$ cat src/rtl/hop_pkg.sv
// Shared constants and the generator step function for the hop sequence block.
// Assumes a 32-bit state; the mask gives a long right-shift Galois sequence.
package hop_pkg;
    localparam int          STATE_W   = 32;
    localparam logic [31:0] STEP_MASK = 32'hA300_0000;
    localparam logic [31:0] ZERO_SUB  = 32'h1D87_2B41;

    // One right-shift Galois step.
    function automatic logic [STATE_W-1:0] galois_step(input logic [STATE_W-1:0] s);
        return (s >> 1) ^ (s[0] ? STEP_MASK : '0);
    endfunction
endpackage

$ cat src/rtl/hop_lfsr.sv
// Pseudo-random state register. Loads the seed on load (zero seed replaced by
// a fixed constant so the state never locks at zero) and steps while step is high.
module hop_lfsr
    import hop_pkg::*;
(
    input  logic               clk,
    input  logic               rst_n,
    input  logic               load,
    input  logic               step,
    input  logic [STATE_W-1:0] seed,
    output logic [STATE_W-1:0] state
);
    logic [STATE_W-1:0] state_q;

    // Hold, reload or advance the generator state.
    always_ff @(posedge clk) begin
        if (!rst_n)
            state_q <= ZERO_SUB;
        else if (load)
            state_q <= (seed == '0) ? ZERO_SUB : seed;
        else if (step)
            state_q <= galois_step(state_q);
    end

    assign state = state_q;
endmodule

$ cat src/rtl/hop_band_quota.sv
// Per-band acceptance counters. Reports whether the band of the current
// candidate still has room. Assumes NUM_BANDS is a power of two.
module hop_band_quota #(
    parameter int NUM_BANDS  = 4,
    parameter int QUOTA_MAIN = 6,
    parameter int QUOTA_LAST = 5,
    localparam int BAND_W    = $clog2(NUM_BANDS),
    localparam int CNT_W     = $clog2(QUOTA_MAIN + 1)
) (
    input  logic              clk,
    input  logic              rst_n,
    input  logic              clr,
    input  logic              inc,
    input  logic [BAND_W-1:0] band,
    output logic              room
);
    logic [NUM_BANDS-1:0] has_room;

    for (genvar b = 0; b < NUM_BANDS; b++) begin : g_band
        localparam int LIMIT = (b == NUM_BANDS - 1) ? QUOTA_LAST : QUOTA_MAIN;
        logic [CNT_W-1:0] cnt_q;

        // Count acceptances landing in this band.
        always_ff @(posedge clk) begin
            if (!rst_n || clr)
                cnt_q <= '0;
            else if (inc && band == BAND_W'(b))
                cnt_q <= cnt_q + 1'b1;
        end

        assign has_room[b] = (cnt_q < CNT_W'(LIMIT));
    end

    assign room = has_room[band];
endmodule

$ cat src/rtl/hop_table.sv
// Channel list storage plus an occupancy bitmap for duplicate detection.
// The bitmap clears on clr; list entries are only overwritten by wr.
module hop_table #(
    parameter int NUM_CH   = 125,
    parameter int SEQ_LEN  = 23,
    localparam int CH_W    = $clog2(NUM_CH),
    localparam int IDX_W   = $clog2(SEQ_LEN)
) (
    input  logic             clk,
    input  logic             rst_n,
    input  logic             clr,
    input  logic             wr,
    input  logic [IDX_W-1:0] wr_idx,
    input  logic [CH_W-1:0]  cand,
    output logic             taken,
    input  logic [IDX_W-1:0] rd_idx,
    output logic [CH_W-1:0]  rd_ch
);
    logic [CH_W-1:0]   mem_q [SEQ_LEN];
    logic [NUM_CH-1:0] used_q;

    // Mark channels already placed in the list.
    always_ff @(posedge clk) begin
        if (!rst_n || clr)
            used_q <= '0;
        else if (wr)
            used_q[cand] <= 1'b1;
    end

    // Store accepted channels in acceptance order.
    always_ff @(posedge clk) begin
        if (!rst_n) begin
            for (int i = 0; i < SEQ_LEN; i++) mem_q[i] <= '0;
        end else if (wr) begin
            mem_q[wr_idx] <= cand;
        end
    end

    assign taken = used_q[cand];
    assign rd_ch = (rd_idx < IDX_W'(SEQ_LEN)) ? mem_q[rd_idx] : '0;
endmodule

$ cat src/rtl/hop_seq_gen.sv
// Top: sequences one candidate per clock from start until SEQ_LEN channels
// are accepted. Assumes 3*QUOTA_MAIN + QUOTA_LAST == SEQ_LEN and that the
// last band is the one short of a full 2**BAND_SHIFT span.
module hop_seq_gen
    import hop_pkg::*;
#(
    parameter int NUM_CH     = 125,
    parameter int SEQ_LEN    = 23,
    parameter int NUM_BANDS  = 4,
    parameter int BAND_SHIFT = 5,
    parameter int QUOTA_MAIN = 6,
    parameter int QUOTA_LAST = 5,
    localparam int CH_W      = $clog2(NUM_CH),
    localparam int IDX_W     = $clog2(SEQ_LEN),
    localparam int FILL_W    = $clog2(SEQ_LEN + 1),
    localparam int BAND_W    = $clog2(NUM_BANDS)
) (
    input  logic               clk,
    input  logic               rst_n,
    input  logic               start,
    input  logic [STATE_W-1:0] link_id,
    input  logic [IDX_W-1:0]   rd_idx,
    output logic [CH_W-1:0]    rd_ch,
    output logic               busy,
    output logic               done
);
    logic [STATE_W-1:0] state;
    logic [CH_W-1:0]    cand;
    logic [BAND_W-1:0]  band;
    logic               taken, room, acc, start_ok;
    logic               busy_q, done_q;
    logic [FILL_W-1:0]  fill_q;

    assign start_ok = start && !busy_q;
    assign cand     = CH_W'(state % STATE_W'(NUM_CH));
    assign band     = BAND_W'(cand >> BAND_SHIFT);
    assign acc      = busy_q && !taken && room;

    hop_lfsr i_lfsr (
        .clk(clk), .rst_n(rst_n), .load(start_ok), .step(busy_q),
        .seed(link_id), .state(state)
    );

    hop_band_quota #(
        .NUM_BANDS(NUM_BANDS), .QUOTA_MAIN(QUOTA_MAIN), .QUOTA_LAST(QUOTA_LAST)
    ) i_quota (
        .clk(clk), .rst_n(rst_n), .clr(start_ok), .inc(acc),
        .band(band), .room(room)
    );

    hop_table #(.NUM_CH(NUM_CH), .SEQ_LEN(SEQ_LEN)) i_table (
        .clk(clk), .rst_n(rst_n), .clr(start_ok), .wr(acc),
        .wr_idx(IDX_W'(fill_q)), .cand(cand), .taken(taken),
        .rd_idx(rd_idx), .rd_ch(rd_ch)
    );

    // Run control: start, count acceptances, finish on the last one.
    always_ff @(posedge clk) begin
        if (!rst_n) begin
            busy_q <= 1'b0;
            done_q <= 1'b0;
            fill_q <= '0;
        end else if (start_ok) begin
            busy_q <= 1'b1;
            done_q <= 1'b0;
            fill_q <= '0;
        end else if (acc) begin
            fill_q <= fill_q + 1'b1;
            if (fill_q == FILL_W'(SEQ_LEN - 1)) begin
                busy_q <= 1'b0;
                done_q <= 1'b1;
            end
        end
    end

    assign busy = busy_q;
    assign done = done_q;
endmodule

$ cat config.mk
export PLATFORM = sky130hd
export DESIGN_NAME = hop_seq_gen
export DESIGN_NICKNAME = d
export VERILOG_FILES = /design/src/rtl/hop_pkg.sv /design/src/rtl/hop_lfsr.sv /design/src/rtl/hop_band_quota.sv /design/src/rtl/hop_table.sv /design/src/rtl/hop_seq_gen.sv
export SDC_FILE = /design/constraint.sdc
export NUM_CORES = 1
export LEC_CHECK = 0
export BUFFER_PORTS_ARGS = -buffer_cell sky130_fd_sc_hd__buf_2
export CAP_MARGIN = 10
export CELL_PAD_IN_SITES_DETAIL_PLACEMENT = 1
export CELL_PAD_IN_SITES_GLOBAL_PLACEMENT = 1
export CORE_UTILIZATION = 51
export CTS_BUF_LIST = sky130_fd_sc_hd__clkbuf_4 sky130_fd_sc_hd__clkbuf_8
export CTS_CLUSTER_DIAMETER = 60
export CTS_CLUSTER_SIZE = 24
export DETAILED_ROUTE_END_ITERATION = 6
export PLACE_DENSITY = 0.92
export SYNTH_ARGS = -nofsm -noshare
export SYNTH_HDL_FRONTEND = slang
export SYNTH_SLANG_ARGS = --single-unit
export TNS_END_PERCENT = 10
$ cat constraint.sdc
create_clock -name clk -period 24.3 [get_ports clk]
set_input_delay 4.86 -clock clk [delete_from_list [all_inputs] [get_ports clk]]
set_output_delay 4.86 -clock clk [all_outputs]
set_load 0.005 [all_outputs]
==> metrics.yaml <==
avgRoutedWirePerCell_microns: 26.66
synth.avg_cell_area_sq_um: 9.091
yosysSeqAreaShare_pct: 34.74
critPathTopFamily: "compound AO/OA/AOI/OAI gates"
whs_endpoint: "i_table.used_q[76]"
clk_path_buf_depth: 3
antenna_found_initial: 1
place_congestion: 0.9382
overflow: 0
cts_buffers: 30
cts_root_buffer: "clkbuf_8"
r2r_start: "i_lfsr.state[30]"
via_per_inst: 7.205
insertion_delay_ns: 0.75
yosysWarnings: 0
synth_fp_nets: 2765
holdBufCountCts: 0
run_status: "finished clean"
timing.rr.end: "i_table.mem_q[2][3]"
crit_top_cell: "a21oi_1"
ys_ff_latch: 344
htree_levels: 1
antenna_left: 0
critical_path.max_stage_delay_ns: 0.61
yosysUniqueCellTypes: 146
nNetsFinal: 2741
hold_viol_final: 0
wl_microns: 88740
stdcell_count: 3329
finalCriticalPeriod_ns: 23.86
worst_pin_slew_ns: 1.326
area_growth_pct: 9.710
drc: 0
hold_depth: 2
cp_data_required_time_ns: 24.60
start_kind: "register"
grt_max_degree: 106
r2r_cells: 79
synth_area_sq_um: 24660
dp.final_hpwl_microns: 59410
core_area_sq_um: 47750
cap_violations: 0
post-route-util_pct: 56.67
endpoint_kind: "register"
pin_count: 49
finalSetupViolCount: 0
crit_buf_inv: 6
die_y_microns: 221.9
row_count: 80
io_buffers: 48
clock_skew_ns: 0.1474
cp_slowest_cell: "a2111o_1"
rrSetupSlack_ns: 0.44
synthesis.instances: 2713
final_cell_mix: "287 x nand2_1, 230 x nor2_1, 171 x dfxtp_1"
drive_above_1_share_pct: 18.91
dp_cells: 3242
critPathArrivalTime_ns: 24.16
path_max_fanout: 37
fin_setup_tns_ns: 0
hold_ws_ns: 0.4659
synth-main-ff-cell: "dfxtp_1"
synth-edff-count: 168
finalCritPeriodShare_pct: 98.18
final_common_cell: "nand2_1"
clkTransAtPathRegs_ns: 0.10
grt_pass1_wl_microns: 136400
drt-initial-drc-count: 2830
slew_viol_final: 0
num-fill-cells: 5363
dr.pass1.iters: 5
slew_headroom_pct: 10.22
routed-via-count: 23984
holdCritPathClass: "register to register"
die_w_microns: 221.9
die_area_sq_um: 49240
grt_pass1_vias: 23927
max_freq_mhz: 41.92
initial_core_util_pct: 51.66
gr-usage-all-layers_pct: 34.27
path_class: "register to register"
cts_num_sinks: 344
hp-start: "i_table.used_q[76]"
cts_tree: "done"
synthArstFlopShare_pct: 0
==> registers in the layout (all words and copies together) (netlist names) <==
register,count
i_lfsr.state,32
i_table.mem_q,168
done,1
busy,1
i_table.used_q,125
i_quota.g_band.cnt_q,12
fill_q,5
==> final cells by class <==
cell class | count | area, sq um | area share, %
clock inverter | 23 | 289.0 | 1.068
tap | 615 | 769.5 | 2.844
antenna | 1 | 2.502 | 0.009248
timing repair buffer | 140 | 972.2 | 3.593
multi-input combinational | 2099 | 15720 | 58.09
inverter | 74 | 285.3 | 1.054
clock buffer | 33 | 441.7 | 1.632
sequential | 344 | 8579 | 31.71
==> per-stage QoR <==
| stage | cell area, sq um | setup slack, ns |
|---|---|---|
| after detailed placement | 25350 | -0.9957 |
| final | 27060 | 0.4429 |
| after global placement | 25350 | 0.6486 |
| after floorplan | 24660 | 2.618 |
| after global routing | 27060 | -0.4677 |
| after CTS | 26410 | 0.003796 |
==> per-layer routing <==
metal | track usage, % | up-vias | part of all wire [%]
met4 | 14.09 | 0 | 4.7
li1 | - | 10475 | -
met1 | 43.98 | 11908 | 40
met2 | 58.48 | 1298 | 48
met3 | 4.188 | 303 | 7.5
met5 | 0 | - | 0
==> synthesized netlist by cell type (11+ instances only) <==
cell type,n,area share [%]
a211o_1,11,0.39
a211oi_1,44,1.3
a21o_1,25,0.76
a21oi_1,97,2.0
a221oi_1,15,0.53
a22oi_1,24,0.73
a31oi_1,28,0.71
and2_1,39,0.99
and3_1,26,0.66
buf_1,11,0.17
buf_2,45,0.91
buf_4,11,0.33
clkbuf_1,125,1.9
dfxtp_1,176,14
edfxtp_1,168,20
ha_1,12,0.61
inv_1,62,0.94
mux2_2,26,1.2
mux2i_1,66,2.7
mux4_2,60,5.5
nand2_1,288,4.4
nand2b_1,15,0.38
nand3_1,78,1.6
nand4_1,18,0.46
nor2_1,232,3.5
nor2b_1,13,0.33
nor3_1,170,3.4
nor4_1,22,0.56
nor4_2,19,0.96
o2111ai_1,11,0.39
o211a_1,25,1.0
o211ai_1,42,1.3
o21a_1,20,0.61
o21ai_0,80,1.6
o21ai_1,28,0.57
o221ai_1,20,0.71
o22ai_1,11,0.28
o31ai_1,136,4.1
o32ai_1,20,0.71
or3_1,24,0.61
xnor2_1,55,2.0
==> how the worst max path moves through the flow <==
stage	from	to	slack (ns)	cells past startpoint
3_3_place_gp	i_lfsr.state[30]	i_table.mem_q[12][0]	0.65	76
6_report	i_lfsr.state[30]	i_table.mem_q[2][3]	0.44	79
2_1_floorplan	i_lfsr.state[25]	i_table.mem_q[20][0]	2.62	82
4_1_cts	i_lfsr.state[30]	i_table.mem_q[1][0]	0.004	77
5_1_grt	i_lfsr.state[31]	i_table.mem_q[2][3]	-0.47	79
3_5_place_dp	i_lfsr.state[26]	i_table.mem_q[16][6]	-1.0	76
==> worst register-to-register path, delay by kind of cell (launching register included) <==
| kind | cells | cell delay [ns] |
|---|---|---|
| AO/OA/AOI/OAI | 39 | 11.56 |
| AND/OR/NAND/NOR | 21 | 6.43 |
| multiplexers | 6 | 2.46 |
| buffers and inverters | 6 | 1.26 |
| XOR/XNOR | 4 | 0.73 |
| adder cells (fa/ha/maj) | 3 | 0.64 |
| flip-flops | 1 | 0.50 |
==> kinds of logic (layout without fill, tap and decap cells) <==
kind of cell	after synthesis	count (layout)	synth area share (%)
AOI/OAI and AO/OA	822	822	26.37
other	0	1	0
buffers and inverters	271	270	4.703
DFF	344	344	34.74
muxes	162	163	9.938
adders and majority gates	16	16	0.7711
xor gates and xnor gates	68	68	2.567
and+or+nand+nor	1030	1030	20.91
==> repair_timing <==
item | CTS | global route
pin swaps | 3 | 14
endpoints found under the setup margin | 388 | 473
setup buffers | 3 | 26
gates cloned | 0 | 1
resized for setup | 49 | 76
Power is not shown: default switching activity piles up to over one toggle a cycle in this logic, so the estimate is an artifact.
